**config.mk**
```make
export PLATFORM = sky130hd
export DESIGN_NAME = can_sync_ctrl
export DESIGN_NICKNAME = d
export VERILOG_FILES = /design/src/rtl/can_sync_pkg.sv /design/src/rtl/can_sync_edge.sv /design/src/rtl/can_sync_phase.sv /design/src/rtl/can_sync_decide.sv /design/src/rtl/can_sync_ctrl.sv
export SDC_FILE = /design/constraint.sdc
export NUM_CORES = 1
export LEC_CHECK = 0
export BUFFER_PORTS_ARGS = -buffer_cell sky130_fd_sc_hd__buf_4
export CAP_MARGIN = 0
export CORE_MARGIN = 5
export CORE_UTILIZATION = 44
export DETAILED_ROUTE_END_ITERATION = 10
export PLACE_DENSITY = 0.63
export SYNTH_ARGS = -nofsm -noshare
export SYNTH_HDL_FRONTEND = slang
export SYNTH_SLANG_ARGS = --single-unit
export TNS_END_PERCENT = 30
```
**constraint.sdc**
```tcl
create_clock -name clk -period 2.6 [get_ports clk]
set_clock_uncertainty 0.15 [all_clocks]
set_input_delay 0.78 -clock clk [delete_from_list [all_inputs] [get_ports clk]]
set_output_delay 0.78 -clock clk [all_outputs]
set_load 0.05 [all_outputs]
```
**src/rtl/can_sync_pkg.sv**
```systemverilog
package can_sync_pkg;

    localparam logic DOMINANT  = 1'b0;
    localparam logic RECESSIVE = 1'b1;

    typedef enum logic [1:0] {
        SYNC_NONE   = 2'd0,
        SYNC_HARD   = 2'd1,
        SYNC_RESYNC = 2'd2
    } sync_kind_e;

endpackage

```
**src/rtl/can_sync_edge.sv**
```systemverilog
module can_sync_edge
    import can_sync_pkg::*;
(
    input  logic clk,
    input  logic rst_n,
    input  logic rx_i,
    input  logic sample_i,
    output logic fall_o,
    output logic rise_o,
    output logic differs_o
);

    typedef struct packed {
        logic rx_prev;
        logic sampled;
    } edge_st_t;

    edge_st_t st_q, st_d;

    always_comb begin
        st_d         = st_q;
        st_d.rx_prev = rx_i;
        if (sample_i) begin
            st_d.sampled = rx_i;
        end
    end

    always_ff @(posedge clk or negedge rst_n) begin
        if (!rst_n) begin
            st_q <= '{rx_prev: RECESSIVE, sampled: RECESSIVE};
        end else begin
            st_q <= st_d;
        end
    end

    assign fall_o    = (st_q.rx_prev == RECESSIVE) && (rx_i == DOMINANT);
    assign rise_o    = (st_q.rx_prev == DOMINANT)  && (rx_i == RECESSIVE);
    assign differs_o = (st_q.sampled != rx_i);

endmodule

```
**src/rtl/can_sync_phase.sv**
```systemverilog
module can_sync_phase #(
    parameter int CNT_W = 5,
    parameter int SEG_W = 4
) (
    input  logic                    clk,
    input  logic                    rst_n,
    input  logic                    tq_tick_i,
    input  logic                    sample_i,
    input  logic                    hard_i,
    input  logic [SEG_W-1:0]        tseg2_i,
    output logic signed [CNT_W:0]   perr_o
);

    localparam logic [CNT_W-1:0] CNT_MAX = '1;
    localparam int               PAD_W   = CNT_W + 1 - SEG_W;

    typedef struct packed {
        logic [CNT_W-1:0] cnt;
    } ph_st_t;

    ph_st_t st_q, st_d;

    always_comb begin
        st_d = st_q;
        if (hard_i) begin
            st_d.cnt = CNT_W'(tseg2_i) + CNT_W'(1);
        end else if (sample_i) begin
            st_d.cnt = '0;
        end else if (tq_tick_i && (st_q.cnt != CNT_MAX)) begin
            st_d.cnt = st_q.cnt + CNT_W'(1);
        end
    end

    always_ff @(posedge clk or negedge rst_n) begin
        if (!rst_n) begin
            st_q <= '0;
        end else begin
            st_q <= st_d;
        end
    end

    assign perr_o = $signed({1'b0, st_q.cnt}) - $signed({{PAD_W{1'b0}}, tseg2_i});

    AST_HARD_PAST_SYNC: assert property (@(posedge clk) disable iff (!rst_n)
        hard_i |=> (perr_o > 0));

endmodule

```
**src/rtl/can_sync_decide.sv**
```systemverilog
module can_sync_decide
    import can_sync_pkg::*;
#(
    parameter int SJW_W = 2,
    parameter int ERR_W = 6,
    parameter int ADJ_W = 4
) (
    input  logic                    clk,
    input  logic                    rst_n,
    input  logic                    fall_i,
    input  logic                    rise_i,
    input  logic                    differs_i,
    input  logic                    sample_i,
    input  logic                    bus_idle_i,
    input  logic                    tx_active_i,
    input  logic                    both_edges_i,
    input  logic [SJW_W-1:0]        sjw_cfg_i,
    input  logic signed [ERR_W-1:0] perr_i,
    output logic                    hard_o,
    output logic                    hsync_o,
    output logic                    rsync_o,
    output logic signed [ADJ_W-1:0] phase_adj_o
);

    typedef struct packed {
        logic                    done;
        logic                    hsync;
        logic                    rsync;
        logic signed [ADJ_W-1:0] adj;
    } dec_st_t;

    dec_st_t                 st_q, st_d;
    sync_kind_e              kind;
    logic signed [ERR_W-1:0] lim;
    logic signed [ERR_W-1:0] clamped;
    logic                    candidate;
    logic                    suppress;

    always_comb begin
        lim = ERR_W'(sjw_cfg_i) + ERR_W'(1);
        if (perr_i > lim) begin
            clamped = lim;
        end else if (perr_i < -lim) begin
            clamped = -lim;
        end else begin
            clamped = perr_i;
        end
    end

    always_comb begin
        kind      = SYNC_NONE;
        candidate = fall_i || (rise_i && both_edges_i);
        suppress  = tx_active_i && !both_edges_i && fall_i && (perr_i > 0);
        if (!st_q.done && differs_i) begin
            if (bus_idle_i) begin
                if (fall_i) begin
                    kind = SYNC_HARD;
                end
            end else if (candidate && !suppress) begin
                kind = SYNC_RESYNC;
            end
        end
    end

    always_comb begin
        st_d       = st_q;
        st_d.done  = sample_i ? 1'b0 : st_q.done;
        if (kind != SYNC_NONE) begin
            st_d.done = 1'b1;
        end
        st_d.hsync = (kind == SYNC_HARD);
        st_d.rsync = (kind == SYNC_RESYNC);
        st_d.adj   = (kind == SYNC_RESYNC) ? ADJ_W'(clamped) : '0;
    end

    always_ff @(posedge clk or negedge rst_n) begin
        if (!rst_n) begin
            st_q <= '0;
        end else begin
            st_q <= st_d;
        end
    end

    assign hard_o      = (kind == SYNC_HARD);
    assign hsync_o     = st_q.hsync;
    assign rsync_o     = st_q.rsync;
    assign phase_adj_o = st_q.adj;

    AST_ONE_SYNC_PER_BIT: assert property (@(posedge clk) disable iff (!rst_n)
        (hsync_o || rsync_o) |=> !(hsync_o || rsync_o));
    AST_SYNC_QUALIFIED: assert property (@(posedge clk) disable iff (!rst_n)
        (hsync_o || rsync_o) |-> $past(differs_i));
    AST_HARD_ONLY_IDLE: assert property (@(posedge clk) disable iff (!rst_n)
        hsync_o |-> ($past(bus_idle_i) && $past(fall_i)));
    AST_RESYNC_BUSY: assert property (@(posedge clk) disable iff (!rst_n)
        rsync_o |-> !$past(bus_idle_i));
    AST_TX_NO_LENGTHEN: assert property (@(posedge clk) disable iff (!rst_n)
        (rsync_o && $past(tx_active_i && !both_edges_i)) |-> (phase_adj_o <= 0));
    AST_ADJ_WITHIN_SJW: assert property (@(posedge clk) disable iff (!rst_n)
        rsync_o |-> ((phase_adj_o <= lim) && (phase_adj_o >= -lim)));
    AST_ADJ_QUIET: assert property (@(posedge clk) disable iff (!rst_n)
        !rsync_o |-> (phase_adj_o == 0));

endmodule

```
**src/rtl/can_sync_ctrl.sv**
```systemverilog
module can_sync_ctrl
    import can_sync_pkg::*;
#(
    parameter int SJW_W = 2,
    parameter int SEG_W = 4,
    parameter int CNT_W = 5,
    localparam int ERR_W = CNT_W + 1,
    localparam int ADJ_W = SJW_W + 2
) (
    input  logic                    clk,
    input  logic                    rst_n,
    input  logic                    rx_i,
    input  logic                    tq_tick_i,
    input  logic                    sample_pt_i,
    input  logic                    bus_idle_i,
    input  logic                    tx_active_i,
    input  logic                    both_edges_i,
    input  logic [SJW_W-1:0]        sjw_cfg_i,
    input  logic [SEG_W-1:0]        tseg2_i,
    output logic                    hsync_o,
    output logic                    rsync_o,
    output logic signed [ADJ_W-1:0] phase_adj_o
);

    logic                    sample_s;
    logic                    fall_s;
    logic                    rise_s;
    logic                    differs_s;
    logic                    hard_s;
    logic signed [ERR_W-1:0] perr_s;

    assign sample_s = tq_tick_i && sample_pt_i;

    can_sync_edge u_edge (
        .clk       (clk),
        .rst_n     (rst_n),
        .rx_i      (rx_i),
        .sample_i  (sample_s),
        .fall_o    (fall_s),
        .rise_o    (rise_s),
        .differs_o (differs_s)
    );

    can_sync_phase #(
        .CNT_W (CNT_W),
        .SEG_W (SEG_W)
    ) u_phase (
        .clk       (clk),
        .rst_n     (rst_n),
        .tq_tick_i (tq_tick_i),
        .sample_i  (sample_s),
        .hard_i    (hard_s),
        .tseg2_i   (tseg2_i),
        .perr_o    (perr_s)
    );

    can_sync_decide #(
        .SJW_W (SJW_W),
        .ERR_W (ERR_W),
        .ADJ_W (ADJ_W)
    ) u_decide (
        .clk          (clk),
        .rst_n        (rst_n),
        .fall_i       (fall_s),
        .rise_i       (rise_s),
        .differs_i    (differs_s),
        .sample_i     (sample_s),
        .bus_idle_i   (bus_idle_i),
        .tx_active_i  (tx_active_i),
        .both_edges_i (both_edges_i),
        .sjw_cfg_i    (sjw_cfg_i),
        .perr_i       (perr_s),
        .hard_o       (hard_s),
        .hsync_o      (hsync_o),
        .rsync_o      (rsync_o),
        .phase_adj_o  (phase_adj_o)
    );

    AST_SAMPLE_WITH_TICK: assert property (@(posedge clk) disable iff (!rst_n)
        sample_pt_i |-> tq_tick_i);

endmodule

```
# [Yosys cells after proc, flatten, opt, wreduce, memory -nomap -nowiden]
# Index checks and enable logic that the tools add are counted.
[totals] reg_bits=14 in_bits=14 output_inout_bits=6 elab_cells=50
[op_classes] order_cmp=3 muxes=12 eq_ne=4 n_reduce_logical=17 bitwise=2 n_addsub=5
[ops] operator="5-bit two-way mux" count=3
[ops] operator="4-bit two-way mux" count=3
[ops] operator="1-bit logical AND" count=10
[ops] operator="6-bit by 1-bit greater-than comparator with 1-bit output (second input constant)" count=1
[ops] operator="6-bit by 4-bit greater-than comparator with 1-bit output" count=1
[ops] operator="6-bit < comparator" count=1
[ops] operator="2-bit two-way mux" count=3
[ops] operator="3-bit negator with 6-bit output" count=1
[ops] operator="5-bit by 4-bit subtractor with 6-bit output" count=1
[ops] operator="4-bit by 1-bit adder with 5-bit output (second input constant)" count=1
[ops] operator="5-bit by 1-bit adder with 5-bit output (second input constant)" count=1
[ops] operator="5-bit != test (second input constant)" count=1
[ops] operator="2-bit nonzero test" count=2
[ops] operator="2-bit by 1-bit adder with 3-bit output (second input constant)" count=1
[ops] operator="1-bit logical NOT" count=3
[ops] operator="1-bit two-way mux" count=3
[ops] operator="3-bit nonzero test" count=1
[ops] operator="2-bit by 1-bit == test with 1-bit output (second input constant)" count=1
[ops] operator="2-bit == test (second input constant)" count=1
[ops] operator="1-bit NOT" count=2
[ops] operator="1-bit logical OR" count=1
[ops] operator="1-bit != test" count=1

# [Longest topological paths before layout]
[logic_depth] word_depth=11 depth_mapped=12 mapped_depth_nobuf=12

# [Cells and area by module]
# A second synthesis with hierarchy kept.
[hier_totals] cells_unflattened=128 area_unflattened_um2=1173.6
[modules_own_cells] module="can_sync_decide" instances=1 area_per_inst_um2=576.8 cells_per_inst=64 seq_area_each_um2=175.2
[modules_own_cells] module="can_sync_phase" instances=1 area_per_inst_um2=501.7 cells_per_inst=57 seq_area_each_um2=125.1
[modules_own_cells] module="can_sync_edge" instances=1 area_per_inst_um2=88.8 cells_per_inst=6 seq_area_each_um2=52.6
[modules_own_cells] module="can_sync_ctrl" instances=1 area_per_inst_um2=6.3 cells_per_inst=1 seq_area_each_um2=0.0

# [Worst setup path before layout]
# OpenSTA, ideal clock, no wires.
[synth_path] path_type="input to register" start="input port tseg2_i[0]" end="register u_decide.st_q (netlist bit u_decide.phase_adj_o[0])" n_path_buf=0 slack_ns=-0.642 path_stages=11 arrival_ns=2.967 required_ns=2.325 path_cell_list="ha_1 > fa_1 > inv_1 > ha_1 > nor2b_1 > o21ai_1 > a2bb2oi_2 > o31ai_4 > mux2i_4 > nand2b_4 > mux2_4"
[synth_rtl] element="start, declared" line="can_sync_ctrl.sv:19" rtl="input logic [SEG_W-1:0] tseg2_i,"
[synth_rtl] element="end signal, assigned" line="can_sync_decide.sv:80" rtl="st_q <= st_d;"
[synth_rtl] element="end, declared" line="can_sync_decide.sv:32" rtl="dec_st_t st_q, st_d;"

==> impl_metrics.ini <==
[synthesis]
synth-compound-area-share_pct = 21.5
yosys.area.top_type = dfrtp_1
postSynthCellCount = 134
yosys.cell_count.top_type = ha_1
yosysUniqueCellTypes = 53
synthXorXnorAreaFrac_pct = 4.60
synth_enable_flop_cells = 0
avgSynthCellArea_um2 = 9.53
netlist_area_um2 = 1280
synth_fa_ha_area_share_pct = 15.3
synth-async-reset-ratio_pct = 100
ys_warn_count = 0
synthSimpleGateAreaFrac_pct = 20.7
synth_nets = 163
ys_seq_area_share_pct = 27.6
synthTopCellsByCount = 14 x ha_1, 13 x inv_1, 12 x dfrtp_1, 8 x a21oi_1, 8 x nand2_1
synthMuxAreaShare_pct = 3.82
synth_top_area_share_pct = 23.5
synth_seq_cells = 14
synthFlopType = dfrtp_1
synth_area_leaders = dfrtp_1 24%, ha_1 14%, dfstp_2 4.1%
synth_top_family_by_area = compound AO/OA/AOI/OAI gates

[route]
drc_errors = 0
drt_iter0_drc = 67
vias = 1153
wl_mm = 2.97
antenna_left = 0
detail_route.wl_per_cell_um = 13.7
firstDrtPassIters = 4
via_per_inst = 5.34

[setup_path]
cp_slowest_cell = fa_1
crit_buf_inv = 2
arrival_ns = 3.05
critPathKind = input pin to register
max_stage_delay_ns = 0.51
crit_family = adder cells
crit_top_cell = ha_4
worstPathCellList = buf_8 -> ha_4 -> fa_1 -> inv_2 -> ha_4 -> nor2b_4 -> o21ai_2 -> and2_4 -> o31ai_4 -> mux2i_4 -> nand2b_4 -> mux2_4
cp-end-kind = register
required_ns = 2.62
cp-start-kind = input pin
crit_path_max_fanout = 3

[placed_design]
dp_hpwl_mm = 2.40
post-place-cells = 210
placed_area_um2 = 1690
pre_cts_ws_ns = -0.863
gp_congestion = 0.802
portBuffers = 19

[finish]
diodes = 0
area_growth_pct = 42.6
fin_area_um2 = 1820
layout.cells.non_filler = 216
layout-drive-gt1-share_pct = 46.5
nets = 215

[clock_tree]
worst_skew_pair.late_latency_ns = 0.28
htreeDepth = 1
root_buffer = clkbuf_4
tritoncts = yes
path_clk_slew_ns = 0.09
cts_num_sinks = 14
numCtsBuffers = 3
cts_buffer_depth = 2

[sta]
worst_pin_slew_ns = 0.429
hold_viol = 0
rsz0062_at_grt = true
min_period_ns = 3.03
drv_slew = 0
max_freq_ghz = 0.330
setup_viol = 5
slew-limit-headroom_pct = 71.2
period_share_pct = 117
fin_ws_ns = -0.432

[floorplanning]
dieArea_um2 = 4080
start_util_pct = 45.9
core_area_um2 = 2780
die-height_um = 63.9
die_w_um = 63.9
rows = 19
ios = 20

[job]
drv_cap = 0

[power]
leakage_nw = 0.888
irDropWorstVdd_mv = 0.592
powerDensity_nw_per_um2 = 727

[run_status]
violations = negative setup slack
status = complete, but fails checks

[grt]
grt.total_usage_pct = 14.8
grt_max_degree = 15
grt.overflow.total = 0
antenna_found_initial = 0
grt_pass1_vias = 1146
grt_pass1_wl_mm = 5.01

[hold_path]
hp-class = input pin to asynchronous set/reset pin
[cells in the final DEF, fill, tap and decap left out, types with 2 or more instances in the layout]
cell,n
a211o_1,2
a211oi_1,3
a211oi_2,2
a21oi_1,7
a221oi_1,2
a41oi_2,2
and2_1,2
buf_4,51
clkbuf_4,3
dfrtp_1,12
dfstp_2,2
ha_1,11
ha_4,2
inv_1,12
nand2_1,8
nand2b_1,2
nand2b_4,2
nand3_1,3
nor2_1,7
nor3_1,2
o21ai_0,5
xnor2_1,2
[where the power goes]
group          switching (mW)  internal [mW]
Sequential             0.0335          0.257
Clock                  0.0725         0.0852
Combinational           0.424          0.453
Total                   0.530          0.795
[final timing paths]
check,from,end,slack [ns],cells past startpoint
max,tseg2_i[0],u_decide.phase_adj_o[0],-0.43,12
min,rst_n,u_phase.st_q[2],0.18,1
max reg2reg,u_phase.st_q[0],u_decide.phase_adj_o[0],-0.30,12
min reg2reg,u_decide.st_q[6],u_decide.hsync_o,0.39,1
max in group asynchronous,rst_n,u_edge.st_q[1],1.88,1
min in group clk,u_decide.st_q[6],u_decide.hsync_o,0.39,1
[cell type report]
class | count | area (µm²)
repair buffers | 52 | 398
multi-input cells | 102 | 947
flip-flops and latches | 14 | 353
inverters | 13 | 48.8
well taps | 31 | 38.8
clock buffers | 4 | 36.3
fillers | 222 | 960
[per-layer routing]
| layer | track usage [%] | up-vias | part of all wire (%) |
|---|---|---|---|
| met1 | 18.5 | 544 | 44 |
| met5 | 0 | - | 0 |
| met3 | 3.68 | 0 | 3.1 |
| met4 | 0.779 | 0 | 0 |
| met2 | 26.9 | 14 | 53 |
| li1 | - | 595 | - |
[flip-flops by register name, indices dropped and copies added, names as in the netlist]
signal and flops:
u_decide.hsync_o 1, u_edge.st_q 2, u_phase.st_q 5, u_decide.st_q 1, u_decide.rsync_o 1, u_decide.phase_adj_o 4
[metrics by stage]
step	hold slack (ns)	utilization, %	power [mW]	setup TNS [ns]
CTS	0.180	63.5	1.28	-1.53
finish	0.177	65.5	1.32	-1.46
global placement	0.356	60.6	1.05	-3.79
global route	0.178	65.5	1.43	-1.81
detailed placement	0.378	60.6	1.07	-4.10
floorplan	0.334	-	0.809	-2.17
[cells by family (layout without fill, tap and decap cells)]
kind of cell / after synthesis / in the layout
XOR/XNOR: 5 / 5
AO/OA/AOI/OAI: 37 / 37
AND/OR/NAND/NOR: 42 / 42
adder cells (fa/ha/maj): 15 / 15
flip-flops: 14 / 14
multiplexers: 3 / 3
buffers and inverters: 18 / 69
[what timing repair did]
action / 4_1_cts / 5_1_grt
resized for setup: 9 / 8
endpoints found under the hold margin: 0 / 0
pin swaps: 10 / 2
hold buffers: 0 / 0
setup buffers: 2 / 0
setup endpoints to repair: 6 / 6
No activity file was read; power rests on OpenSTA's default activity.
